`src/rtl/sel_alu_pkg.sv`:
```
package sel_alu_pkg;

  typedef enum logic [2:0] {
    OP_ADD  = 3'b000,
    OP_SUB  = 3'b001,
    OP_AND  = 3'b010,
    OP_OR   = 3'b011,
    OP_XOR  = 3'b100,
    OP_NOT  = 3'b101,
    OP_INC  = 3'b110,
    OP_PASS = 3'b111
  } alu_op_e;

  // sum bit of a full-adder cell
  function automatic logic fa_sum(input logic x, input logic y, input logic c);
    return x ^ y ^ c;
  endfunction

  // majority carry of a full-adder cell
  function automatic logic fa_carry(input logic x, input logic y, input logic c);
    return (x & y) | (x & c) | (y & c);
  endfunction

  function automatic logic uses_adder(input alu_op_e op);
    return (op == OP_ADD) || (op == OP_SUB) || (op == OP_INC);
  endfunction

  // signed overflow from the operand signs entering the adder
  function automatic logic sign_ovf(input logic sa, input logic sb, input logic sr);
    return (sa == sb) && (sr != sa);
  endfunction

endpackage

```
`src/rtl/sel_alu_opnd.sv`:
```
module sel_alu_opnd
  import sel_alu_pkg::*;
#(
  parameter int W = 8
) (
  input  alu_op_e        op_i,
  input  logic [W-1:0]   b_i,
  output logic [W-1:0]   b_eff_o,
  output logic           cin_o
);

  always_comb begin
    unique case (op_i)
      OP_SUB: begin
        b_eff_o = ~b_i;
        cin_o   = 1'b1;
      end
      OP_INC: begin
        b_eff_o = '0;
        cin_o   = 1'b1;
      end
      default: begin
        b_eff_o = b_i;
        cin_o   = 1'b0;
      end
    endcase
  end

endmodule

```
`src/rtl/sel_alu_adder.sv`:
```
module sel_alu_adder
  import sel_alu_pkg::*;
#(
  parameter int W = 8
) (
  input  logic [W-1:0] x_i,
  input  logic [W-1:0] y_i,
  input  logic         cin_i,
  output logic [W-1:0] sum_o,
  output logic         cout_o
);

  logic [W:0] chain;

  assign chain[0] = cin_i;

  for (genvar gi = 0; gi < W; gi++) begin : g_cell
    assign sum_o[gi]    = fa_sum(x_i[gi], y_i[gi], chain[gi]);
    assign chain[gi+1]  = fa_carry(x_i[gi], y_i[gi], chain[gi]);
  end

  assign cout_o = chain[W];

endmodule

```
`src/rtl/sel_alu_logic.sv`:
```
module sel_alu_logic
  import sel_alu_pkg::*;
#(
  parameter int W = 8
) (
  input  alu_op_e      op_i,
  input  logic [W-1:0] a_i,
  input  logic [W-1:0] b_i,
  output logic [W-1:0] res_o
);

  always_comb begin
    unique case (op_i)
      OP_AND:  res_o = a_i & b_i;
      OP_OR:   res_o = a_i | b_i;
      OP_XOR:  res_o = a_i ^ b_i;
      OP_NOT:  res_o = ~a_i;
      OP_PASS: res_o = a_i;
      default: res_o = '0;
    endcase
  end

endmodule

```
`src/rtl/sel_alu_flags.sv`:
```
module sel_alu_flags
  import sel_alu_pkg::*;
#(
  parameter int W = 8
) (
  input  logic         arith_i,
  input  logic         a_msb_i,
  input  logic         b_eff_msb_i,
  input  logic         cout_i,
  input  logic [W-1:0] res_i,
  output logic         carry_o,
  output logic         zero_o,
  output logic         neg_o,
  output logic         ovf_o
);

  localparam int MSB = W - 1;

  assign zero_o  = ~|res_i;
  assign neg_o   = res_i[MSB];
  assign carry_o = arith_i & cout_i;
  assign ovf_o   = arith_i & sign_ovf(a_msb_i, b_eff_msb_i, res_i[MSB]);

endmodule

```
`src/rtl/sel_alu.sv`:
```
module sel_alu
  import sel_alu_pkg::*;
#(
  parameter int W = 8
) (
  input  logic [W-1:0] a_i,
  input  logic [W-1:0] b_i,
  input  logic [2:0]   sel_i,
  output logic [W-1:0] result_o,
  output logic         carry_o,
  output logic         zero_o,
  output logic         neg_o,
  output logic         ovf_o
);

  localparam int MSB = W - 1;

  alu_op_e      op;
  logic         arith_sel;
  logic [W-1:0] b_eff;
  logic         add_cin;
  logic [W-1:0] add_sum;
  logic         add_cout;
  logic [W-1:0] logic_res;

  assign op        = alu_op_e'(sel_i);
  assign arith_sel = uses_adder(op);

  sel_alu_opnd #(.W(W)) opnd_i (
    .op_i    (op),
    .b_i     (b_i),
    .b_eff_o (b_eff),
    .cin_o   (add_cin)
  );

  sel_alu_adder #(.W(W)) adder_i (
    .x_i    (a_i),
    .y_i    (b_eff),
    .cin_i  (add_cin),
    .sum_o  (add_sum),
    .cout_o (add_cout)
  );

  sel_alu_logic #(.W(W)) logic_i (
    .op_i  (op),
    .a_i   (a_i),
    .b_i   (b_i),
    .res_o (logic_res)
  );

  assign result_o = arith_sel ? add_sum : logic_res;

  sel_alu_flags #(.W(W)) flags_i (
    .arith_i     (arith_sel),
    .a_msb_i     (a_i[MSB]),
    .b_eff_msb_i (b_eff[MSB]),
    .cout_i      (add_cout),
    .res_i       (result_o),
    .carry_o     (carry_o),
    .zero_o      (zero_o),
    .neg_o       (neg_o),
    .ovf_o       (ovf_o)
  );

endmodule

```
`config.mk`:
```
export PLATFORM = sky130hd
export DESIGN_NAME = sel_alu
export DESIGN_NICKNAME = d
export VERILOG_FILES = /design/src/rtl/sel_alu_pkg.sv /design/src/rtl/sel_alu_opnd.sv /design/src/rtl/sel_alu_adder.sv /design/src/rtl/sel_alu_logic.sv /design/src/rtl/sel_alu_flags.sv /design/src/rtl/sel_alu.sv
export SDC_FILE = /design/constraint.sdc
export NUM_CORES = 1
export LEC_CHECK = 0
export BUFFER_PORTS_ARGS = -buffer_cell sky130_fd_sc_hd__buf_2
export CAP_MARGIN = 0
export CORE_MARGIN = 1
export CORE_UTILIZATION = 52
export DETAILED_ROUTE_END_ITERATION = 10
export PLACE_DENSITY = 0.8
export SYNTH_ARGS = -nofsm -noshare
export SYNTH_HDL_FRONTEND = slang
export SYNTH_SLANG_ARGS = --single-unit
```
`constraint.sdc`:
```
create_clock -name vclk -period 7.62
set_input_delay 1.524 -clock vclk [all_inputs]
set_output_delay 1.524 -clock vclk [all_outputs]
set_load 0.05 [all_outputs]
```
==> impl_table.tex, run 1 <==
\begin{tabular}{lr}
\hline
Metric & Value \\
\hline
\multicolumn{2}{l}{\textbf{Run status}} \\
\quad Outcome & completed \\
\multicolumn{2}{l}{\textbf{Drt}} \\
\quad Post-route antenna net violation count & 0 \\
\quad Pre-antenna DRT Iters & 4 \\
\quad \# DRC & 0 \\
\quad Initial DRC Count & 14 \\
\quad Routed WL per cell & between 10 and 15 um \\
\quad Mean number of vias per cell & approximately 5.6 \\
\quad Vias after detailed routing & about 1,300 \\
\quad Detailed-route wire length & about 3200 um \\
\multicolumn{2}{l}{\textbf{STA}} \\
\quad Final min period & between 7000 and 8000 ps \\
\quad Post-Route Hold Slack & around 3600 ps \\
\quad Setup total negative slack & 0 ps \\
\quad Post-layout worst setup margin & about 110 ps \\
\quad Final max-slew violation count & 0 \\
\quad Final setup vio count & 0 \\
\quad Slew at the pin closest to its max-slew limit & 429 ps \\
\quad Hold violation total from the final report & 0 \\
\quad Setup repair after global routing missed its margin & true \\
\quad Relative slew slack & between 70\% and 80\% \\
\quad Final clock period utilization by the worst path & $\sim$100\% \\
\quad Achievable clock frequency & around 130 MHz \\
\multicolumn{2}{l}{\textbf{Finish}} \\
\quad Final non-filler cell area & $\sim$0.0015 mm2 \\
\quad Filler cell count in the final layout & $\sim$200 \\
\quad Clock buffer cells & 0 \\
\quad Share of cells above drive strength 1 & 30.4\% \\
\quad Combined area of the multi-input logic cells & between 0.001 and 0.0015 mm2 \\
\quad Commonest non-fill, non-tap cell in the layout & sky130\_fd\_sc\_hd\_\_buf\_2 \\
\quad Share of the core filled with cells in the final layout & 69.2\% \\
\quad FFs \& Latches & 0 \\
\quad Sequential cell area & 0 um2 \\
\quad Number of antenna diodes & 0 \\
\quad Final cell count without fillers & roughly 230 \\
\quad Synth-to-Final Area Change & 23.3\% \\
\quad Leading cell types in the layout, fill and taps excluded & sky130\_fd\_sc\_hd\_\_buf\_2, sky130\_fd\_sc\_hd\_\_nor2\_1, sky130\_fd\_sc\_hd\_\_ha\_1, sky130\_fd\_sc\_hd\_\_a21oi\_1, sky130\_fd\_sc\_hd\_\_inv\_1 \\
\quad NumNets Final & 250 \\
\multicolumn{2}{l}{\textbf{Worst setup path}} \\
\quad Kind of start point of the critical path & primary input \\
\quad Kind of end point of the critical path & output port \\
\quad Most repeated library cell on the critical path & sky130\_fd\_sc\_hd\_\_fa\_2 \\
\quad WP data required & just over 6000 ps \\
\quad Slowest stage cell, crit path & sky130\_fd\_sc\_hd\_\_fa\_1 \\
\quad Crit path max fanout & 4 \\
\quad Largest stage delay on the critical path & 500 ps \\
\quad Data arrival time at the worst-slack endpoint & between 5000 and 6000 ps \\
\quad Setup CP Type & primary input to output port \\
\quad Critical path cell sequence & buf\_6 -> nor2b\_4 -> and2\_4 -> a21o\_1 -> fa\_2 -> fa\_2 -> fa\_2 -> fa\_2 -> fa\_2 -> fa\_2 -> fa\_2 -> fa\_1 -> mux2i\_1 -> a31oi\_1 -> o211ai\_1 -> xnor2\_1 -> nor3\_4 -> buf\_6 \\
\multicolumn{2}{l}{\textbf{Placement}} \\
\quad Routability Congestion & around 0.9 \\
\quad Number of port buffers & 31 \\
\quad Cells after DPL & roughly 230 \\
\quad Placed Instance Area & 0.00151 mm2 \\
\quad Post-DP HPWL & between 2000 and 3000 um \\
\quad Worst slack at placement & -82.1 ps \\
\multicolumn{2}{l}{\textbf{Die}} \\
\quad Height of the die & between 50 and 60 um \\
\quad Number of rows in the core area & 17 \\
\quad Starting utilization of the core area & between 50\% and 60\% \\
\quad Area of the die & 0.00261 mm2 \\
\quad I/O pins & 31 \\
\quad Standard cell core area & $\sim$0.0022 mm2 \\
\quad Horizontal die dimension & 51.1 um \\
\multicolumn{2}{l}{\textbf{GRT}} \\
\quad Number of global-route vias before repair & around 1,300 \\
\quad Maximum number of pins on one net before global-route repair & 30 \\
\quad Antenna violations before repair & 0 \\
\quad Total grt overflow & 0 \\
\quad GRT Overall Usage & 26.6\% \\
\quad Wire length of the first global-routing pass & 5450 um \\
\multicolumn{2}{l}{\textbf{Synth}} \\
\quad Cell area after synthesis & about 0.0013 mm2 \\
\quad Mux share of post-synthesis cell area & under 10\% \\
\quad Distinct cell type count of the synthesized netlist & 37 \\
\quad Number of nets in the synthesized netlist & around 220 \\
\quad Simple-gate area share of the yosys netlist & 23.0\% \\
\quad Number of instances in the synthesized netlist & between 150 and 200 \\
\quad Dominant combinational cell family by area after synthesis & adder cells \\
\quad Number of synthesis warnings & 0 \\
\quad Adder and majority cell fraction of the synthesized area & slightly below 30\% \\
\quad Per-instance average area after synthesis & roughly 7.2 um2 \\
\quad Post-synthesis xor/xnor area fraction & between 4 and 5\% \\
\quad Area fraction in compound gates after synthesis & between 20\% and 30\% \\
\quad Sequential cell area fraction in the yosys report & 0\% \\
\multicolumn{2}{l}{\textbf{Flow run}} \\
\quad Number of max-cap violations & 0 \\
\multicolumn{2}{l}{\textbf{Pwr}} \\
\quad IR drop worst, VDD & approximately 0.055 mV \\
\quad Final total power & 149 uW \\
\quad Power density over the cells & between 90 and 100 mW/mm2 \\
\quad Total leakage power & 0.762 nW \\
\multicolumn{2}{l}{\textbf{Hold path}} \\
\quad Classification of the worst-slack hold path & primary input to output port \\
\hline
\end{tabular}
==> logic make-up after synthesis <==
kind of cell             count (synthesis)
XOR/XNOR                                 6
multiplexers                            10
buffers and inverters                   32
AND/OR/NAND/NOR                         55
adder cells (fa/ha/maj)                 25
AO/OA/AOI/OAI                           45
==> critical path, delay by kind of cell <==
| family | cells | cell delay (ps) |
|---|---|---|
| compound gates | 3 | 520 |
| buf+inv | 2 | 280 |
| mux | 1 | 70 |
| fa+ha+maj | 8 | 3000 |
| xor+xnor | 1 | 200 |
| simple gates | 3 | 410 |
==> routing by layer <==
metal  up-vias  GRT usage, %  share of wire [%]
met3         6         0.893                2.7
met2        37          50.4                 51
li1        662             -                  -
met4         0          7.41                1.8
met5         -             0                  0
met1       604          32.0                 45
==> final timing paths <==
path	cells past startpoint	endpoint	slack (ps)	startpoint
worst min-delay path	4	ovf_o	3590	a_i[7]
worst max-delay path	18	ovf_o	110	sel_i[0]
==> power by group <==
group | switching (mW) | total, mW | internal [mW]
combinational | 0.0939 | 0.149 | 0.0550
clock | 0 | 0 | 0
sequential | 0 | 0 | 0
total | 0.0939 | 0.149 | 0.0550
==> timing repair <==
item	4_1_cts	5_1_grt
hold buffers	0	0
setup buffers	0	0
endpoints found under the setup margin	2	4
resized for setup	4	8
pin swaps	2	1
cloned	0	0
==> synthesized netlist by cell type, types with 2 or more instances <==
master                     instances  area share, %
sky130_fd_sc_hd__and2_1            2            1.0
sky130_fd_sc_hd__nor3_1            5            2.0
sky130_fd_sc_hd__a31oi_1           4            2.0
sky130_fd_sc_hd__nand3_1           4            1.6
sky130_fd_sc_hd__nand2_1           5            1.5
sky130_fd_sc_hd__xor2_1            4            2.8
sky130_fd_sc_hd__o21ai_0           5            2.0
sky130_fd_sc_hd__o211ai_1          2            1.2
sky130_fd_sc_hd__inv_1            18            5.4
sky130_fd_sc_hd__a21oi_1          17            6.8
sky130_fd_sc_hd__nand2b_1          8            4.0
sky130_fd_sc_hd__xnor2_1           2            1.4
sky130_fd_sc_hd__buf_4             3            1.8
sky130_fd_sc_hd__buf_2             5            2.0
sky130_fd_sc_hd__nor2_1           19            5.7
sky130_fd_sc_hd__nor2b_1           7            3.5
sky130_fd_sc_hd__o211a_1           2            1.6
sky130_fd_sc_hd__clkbuf_1          5            1.5
sky130_fd_sc_hd__mux2_1            2            1.8
sky130_fd_sc_hd__fa_1              8             13
sky130_fd_sc_hd__mux2i_1           7            5.6
sky130_fd_sc_hd__a211oi_1          8            4.8
sky130_fd_sc_hd__ha_1             17             17
==> layout make-up <==
cell class                      instances  area share [%]
Multi-Input combinational cell        141            75.1
Timing Repair Buffer                   45            18.2
Inverter                               18            4.37
Tap cell                               28            2.27
No activity file was read; power rests on OpenSTA's default activity.
==> run 2, diff against run 1 <==
--- a/config.mk
+++ b/config.mk
@@ -7,10 +7,11 @@
 export LEC_CHECK = 0
 export BUFFER_PORTS_ARGS = -buffer_cell sky130_fd_sc_hd__buf_2
 export CAP_MARGIN = 0
-export CORE_MARGIN = 1
+export CORE_MARGIN = 2
 export CORE_UTILIZATION = 52
 export DETAILED_ROUTE_END_ITERATION = 10
 export PLACE_DENSITY = 0.8
+export RECOVER_POWER = 50
 export SYNTH_ARGS = -nofsm -noshare
 export SYNTH_HDL_FRONTEND = slang
 export SYNTH_SLANG_ARGS = --single-unit
==> impl_table.tex, run 2 (synthesis gave the netlist of run 1 again) <==
\begin{tabular}{lr}
\hline
Metric & Value \\
\hline
\multicolumn{2}{l}{\textbf{STA}} \\
\quad Setup total negative slack & 0 ps \\
\quad Final clock period utilization by the worst path & between 90 and 100\% \\
\quad Setup repair after global routing missed its margin & true \\
\quad Final max-slew violation count & 0 \\
\quad Final setup vio count & 0 \\
\quad Hold violation total from the final report & 0 \\
\quad Final min period & 7530 ps \\
\quad Achievable clock frequency & roughly 130 MHz \\
\quad Post-layout worst setup margin & roughly 93 ps \\
\quad Slew at the pin closest to its max-slew limit & between 600 and 700 ps \\
\quad Relative slew slack & between 50\% and 60\% \\
\quad Post-Route Hold Slack & 3590 ps \\
\multicolumn{2}{l}{\textbf{Finish}} \\
\quad Sequential cell area & 0 um2 \\
\quad FFs \& Latches & 0 \\
\quad Commonest non-fill, non-tap cell in the layout & sky130\_fd\_sc\_hd\_\_buf\_2 \\
\quad Final non-filler cell area & roughly 0.0015 mm2 \\
\quad NumNets Final & between 200 and 300 \\
\quad Synth-to-Final Area Change & 23.2\% \\
\quad Combined area of the multi-input logic cells & around 0.0012 mm2 \\
\quad Clock buffer cells & 0 \\
\quad Share of cells above drive strength 1 & a little over a quarter \\
\quad Number of antenna diodes & 0 \\
\quad Leading cell types in the layout, fill and taps excluded & sky130\_fd\_sc\_hd\_\_buf\_2, sky130\_fd\_sc\_hd\_\_nor2\_1, sky130\_fd\_sc\_hd\_\_inv\_1, sky130\_fd\_sc\_hd\_\_a21oi\_1, sky130\_fd\_sc\_hd\_\_ha\_1 \\
\quad Filler cell count in the final layout & 200 \\
\quad Final cell count without fillers & around 230 \\
\quad Share of the core filled with cells in the final layout & a little under 70\% \\
\multicolumn{2}{l}{\textbf{Die}} \\
\quad Starting utilization of the core area & a little under three fifths \\
\quad Height of the die & about 53 um \\
\quad Number of rows in the core area & 17 \\
\quad Horizontal die dimension & approximately 53 um \\
\quad Standard cell core area & 0.00225 mm2 \\
\quad I/O pins & 31 \\
\quad Area of the die & around 0.0028 mm2 \\
\multicolumn{2}{l}{\textbf{Worst setup path}} \\
\quad Path length in cells of the critical path & 18 \\
\quad Data arrival time at the worst-slack endpoint & roughly 6000 ps \\
\quad WP data required & about 6100 ps \\
\quad Most repeated library cell on the critical path & sky130\_fd\_sc\_hd\_\_fa\_2 \\
\quad CP top delay family & adder cells \\
\quad Setup CP Type & primary input to output port \\
\quad Count of buffer and inverter cells on the critical path & 2 \\
\quad Critical path cell sequence & buf\_8 -> nor2b\_4 -> and2\_4 -> a21o\_1 -> fa\_2 -> fa\_2 -> fa\_2 -> fa\_2 -> fa\_2 -> fa\_2 -> fa\_2 -> fa\_1 -> mux2i\_1 -> a31oi\_1 -> o211ai\_1 -> xnor2\_1 -> nor3\_4 -> buf\_6 \\
\quad Kind of start point of the critical path & primary input \\
\quad Kind of end point of the critical path & output port \\
\quad Largest stage delay on the critical path & 520 ps \\
\quad Crit path max fanout & 5 \\
\quad Slowest stage cell, crit path & sky130\_fd\_sc\_hd\_\_fa\_1 \\
\multicolumn{2}{l}{\textbf{Drt}} \\
\quad Detailed-route wire length & about 3300 um \\
\quad \# DRC & 0 \\
\quad Post-route antenna net violation count & 0 \\
\quad Vias after detailed routing & $\sim$1,400 \\
\quad Pre-antenna DRT Iters & 4 \\
\quad Initial DRC Count & 49 \\
\quad Mean number of vias per cell & between 5 and 6 \\
\quad Routed WL per cell & around 14 um \\
\multicolumn{2}{l}{\textbf{Placement}} \\
\quad Worst slack at placement & -69.2 ps \\
\quad Cells after DPL & between 200 and 250 \\
\quad Number of port buffers & 31 \\
\quad Post-DP HPWL & between 2000 and 3000 um \\
\quad Placed Instance Area & $\sim$0.0015 mm2 \\
\quad Routability Congestion & about 0.87 \\
\multicolumn{2}{l}{\textbf{Flow run}} \\
\quad Number of max-cap violations & 0 \\
\multicolumn{2}{l}{\textbf{Hold path}} \\
\quad Number of stages on the worst hold path & 4 \\
\quad Classification of the worst-slack hold path & primary input to output port \\
\multicolumn{2}{l}{\textbf{Pwr}} \\
\quad Final total power & 148 uW \\
\quad Proportion of total power due to net switching & 63.7\% \\
\quad Comb pwr share & 100.0\% \\
\quad Total leakage power & 0.752 nW \\
\quad Net switching power & about 94 uW \\
\quad Proportion of power drawn by the clock network & 0\% \\
\quad Share of power burned in registers & 0\% \\
\quad Total internal power & 53.9 uW \\
\quad Power density over the cells & slightly below 100 mW/mm2 \\
\quad IR drop worst, VDD & between 0.05 and 0.06 mV \\
\multicolumn{2}{l}{\textbf{GRT}} \\
\quad Number of global-route vias before repair & 1,299 \\
\quad Wire length of the first global-routing pass & approximately 5400 um \\
\quad Maximum number of pins on one net before global-route repair & 23 \\
\quad Total grt overflow & 0 \\
\quad GRT Overall Usage & about 25\% \\
\quad Antenna violations before repair & 0 \\
\multicolumn{2}{l}{\textbf{Run status}} \\
\quad Outcome & completed \\
\hline
\end{tabular}
[run 2: cell type report]
type / count / share of cell area (%)
inverters: 18 / 4.38
multi-input cells: 141 / 75.3
repair buffers: 45 / 18.1
well taps: 28 / 2.27
[run 2: power by group through the flow]
stage,logic [mW],registers [mW],clock network (mW)
after global placement,0.140,0,0
after detailed placement,0.144,0,0
after CTS,0.146,0,0
after floorplan,0.110,0,0
after global routing,0.163,0,0
final,0.148,0,0
[run 2: what timing repair did]
item                                    4_1_cts  5_1_grt
setup buffers                                 0        1
endpoints found under the setup margin        2        4
pin swaps                                     0        4
hold buffers                                  0        0
hold endpoints to repair                      0        0
gates resized for setup                       3        9
[run 2: path summary, 6_finish.rpt]
kind              startpoint     to  slack (ps)
hold / removal        a_i[7]  ovf_o        3590
setup / recovery    sel_i[0]  ovf_o          90
[run 2: per-layer routing]
metal	share of wire, %	track usage [%]
met1	43	32.1
met5	0	0
met3	6.2	0.565
met4	1.7	8.12
met2	49	44.8
==> run 3, diff against run 2 <==
--- a/config.mk
+++ b/config.mk
@@ -8,9 +8,9 @@
 export BUFFER_PORTS_ARGS = -buffer_cell sky130_fd_sc_hd__buf_2
 export CAP_MARGIN = 0
 export CORE_MARGIN = 2
-export CORE_UTILIZATION = 52
+export CORE_UTILIZATION = 35
 export DETAILED_ROUTE_END_ITERATION = 10
-export PLACE_DENSITY = 0.8
+export PLACE_DENSITY = 0.57
 export RECOVER_POWER = 50
 export SYNTH_ARGS = -nofsm -noshare
 export SYNTH_HDL_FRONTEND = slang
==> impl_table.tex, run 3 (synthesis gave the netlist of run 1 again) <==
\begin{tabular}{lr}
\hline
Metric & Value \\
\hline
\multicolumn{2}{l}{\textbf{STA}} \\
\quad Slew at the pin closest to its max-slew limit & just under 600 ps \\
\quad Final max-slew violation count & 0 \\
\quad Setup total negative slack & 0 ps \\
\quad Achievable clock frequency & 133 MHz \\
\quad Final setup vio count & 0 \\
\quad Final min period & about 7500 ps \\
\quad Setup repair after global routing missed its margin & false \\
\quad Final clock period utilization by the worst path & 98.4\% \\
\quad Relative slew slack & between 60\% and 70\% \\
\quad Hold violation total from the final report & 0 \\
\multicolumn{2}{l}{\textbf{Hold path}} \\
\quad Classification of the worst-slack hold path & primary input to output port \\
\quad Start point of the worst hold path & a\_i[7] \\
\quad Hold path endpoint & ovf\_o \\
\quad Number of stages on the worst hold path & 4 \\
\multicolumn{2}{l}{\textbf{GRT}} \\
\quad Number of global-route vias before repair & approximately 1,300 \\
\quad Antenna violations before repair & 0 \\
\quad Wire length of the first global-routing pass & just under 6000 um \\
\quad GRT Overall Usage & between 10\% and 20\% \\
\quad Total grt overflow & 0 \\
\quad Maximum number of pins on one net before global-route repair & 20 \\
\multicolumn{2}{l}{\textbf{Drt}} \\
\quad Detailed-route wire length & roughly 3400 um \\
\quad Vias after detailed routing & roughly 1,300 \\
\quad Initial DRC Count & between 40 and 50 \\
\quad Routed WL per cell & $\sim$14 um \\
\quad \# DRC & 0 \\
\quad Mean number of vias per cell & 5.23 \\
\quad Pre-antenna DRT Iters & 4 \\
\quad Post-route antenna net violation count & 0 \\
\multicolumn{2}{l}{\textbf{Finish}} \\
\quad FFs \& Latches & 0 \\
\quad Number of antenna diodes & 0 \\
\quad Final non-filler cell area & approximately 0.0016 mm2 \\
\quad Commonest non-fill, non-tap cell in the layout & sky130\_fd\_sc\_hd\_\_buf\_2 \\
\quad Leading cell types in the layout, fill and taps excluded & sky130\_fd\_sc\_hd\_\_buf\_2, sky130\_fd\_sc\_hd\_\_nor2\_1, sky130\_fd\_sc\_hd\_\_inv\_1, sky130\_fd\_sc\_hd\_\_a21oi\_1, sky130\_fd\_sc\_hd\_\_ha\_1 \\
\quad Clock buffer cells & 0 \\
\quad Filler cell count in the final layout & between 300 and 400 \\
\quad Sequential cell area & 0 um2 \\
\quad Synth-to-Final Area Change & 24.6\% \\
\quad Share of cells above drive strength 1 & approximately 28\% \\
\quad NumNets Final & $\sim$250 \\
\multicolumn{2}{l}{\textbf{Worst setup path}} \\
\quad WP data required & 6100 ps \\
\quad Crit path max fanout & 8 \\
\quad Setup CP Type & primary input to output port \\
\quad Kind of start point of the critical path & primary input \\
\quad Kind of end point of the critical path & output port \\
\quad Data arrival time at the worst-slack endpoint & around 6000 ps \\
\quad First element of the critical path & sel\_i[1] \\
\multicolumn{2}{l}{\textbf{Placement}} \\
\quad Post-DP HPWL & around 2800 um \\
\quad Number of port buffers & 31 \\
\quad Placed Instance Area & between 0.0015 and 0.002 mm2 \\
\quad Routability Congestion & 0.806 \\
\multicolumn{2}{l}{\textbf{Run status}} \\
\quad Outcome & completed \\
\multicolumn{2}{l}{\textbf{Die}} \\
\quad Starting utilization of the core area & between 30 and 40\% \\
\quad I/O pins & 31 \\
\quad Area of the die & 0.00408 mm2 \\
\quad Height of the die & 63.9 um \\
\quad Horizontal die dimension & roughly 64 um \\
\quad Standard cell core area & $\sim$0.0034 mm2 \\
\quad Number of rows in the core area & 21 \\
\multicolumn{2}{l}{\textbf{Pwr}} \\
\quad Power density over the cells & 95.6 mW/mm2 \\
\quad Total leakage power & roughly 0.75 nW \\
\quad IR drop worst, VDD & 0.0305 mV \\
\multicolumn{2}{l}{\textbf{Flow run}} \\
\quad Number of max-cap violations & 0 \\
\multicolumn{2}{l}{\textbf{Clock tree}} \\
\quad Post-CTS Hold Fix Bufs & 0 \\
\hline
\end{tabular}
-- run 3: worst max-delay path by stage --
stage | end | slack [ps] | cells after the start
2_1_floorplan | zero_o | -310 | 18
3_3_place_gp | zero_o | 20 | 18
3_5_place_dp | zero_o | -70 | 18
4_1_cts | zero_o | -9 | 18
5_1_grt | ovf_o | 8 | 18
6_report | ovf_o | 130 | 18
-- run 3: cell type report --
class	instances	area [um2]	share of cell area [%]
Tap cell	46	57.6	3.69
Timing Repair Buffer	44	273	17.5
Inverter	18	67.6	4.33
Multi-Input combinational cell	141	1160	74.5
-- run 3: where the power goes --
group	leakage (nW)	switching (mW)	internal [mW]
clock	0	0	0
sequential	0	0	0
combinational	0.750	0.0946	0.0548
total	0.750	0.0946	0.0548
-- run 3: critical path, cell delays in order --
cell and delay, ps:
sky130_fd_sc_hd__clkbuf_4 170, sky130_fd_sc_hd__nor2b_4 50, sky130_fd_sc_hd__and2_4 160, sky130_fd_sc_hd__a21o_1 170
sky130_fd_sc_hd__fa_2 360, sky130_fd_sc_hd__fa_2 340, sky130_fd_sc_hd__fa_2 340, sky130_fd_sc_hd__fa_2 340
sky130_fd_sc_hd__fa_2 340, sky130_fd_sc_hd__fa_2 350, sky130_fd_sc_hd__fa_2 360, sky130_fd_sc_hd__fa_1 510
sky130_fd_sc_hd__mux2i_1 80, sky130_fd_sc_hd__a31oi_1 170, sky130_fd_sc_hd__o211ai_1 170, sky130_fd_sc_hd__xnor2_1 200
sky130_fd_sc_hd__nor3_4 140, sky130_fd_sc_hd__buf_6 180
-- run 3: repair_timing --
item                                    in CTS  in global routing
pin swaps                                    0                  3
gates resized for setup                      3                 10
hold endpoints to repair                     0                  0
endpoints found under the setup margin       2                  4
setup buffers                                0                  0
-- run 3: stage by stage --
stage	instances	total power [mW]	hold slack, ps	worst slack (ps)	utilization [%]
after floorplan	173	0.110	3290	-310	-
after global placement	249	0.143	3640	23.9	45.0
after detailed placement	249	0.148	3650	-65.0	45.0
after CTS	249	0.149	3630	-9.22	45.3
after global routing	249	0.163	3630	8.45	46.1
final	249	0.149	3600	125	46.1
-- run 3: routing by layer --
layer | vias to the layer above | track usage [%] | routed length [um]
li1 | 660 | - | -
met1 | 616 | 22.1 | 1540
met2 | 27 | 33.6 | 1760
met3 | 0 | 0 | 82
met4 | 0 | 0.272 | 0
met5 | - | 0 | 0
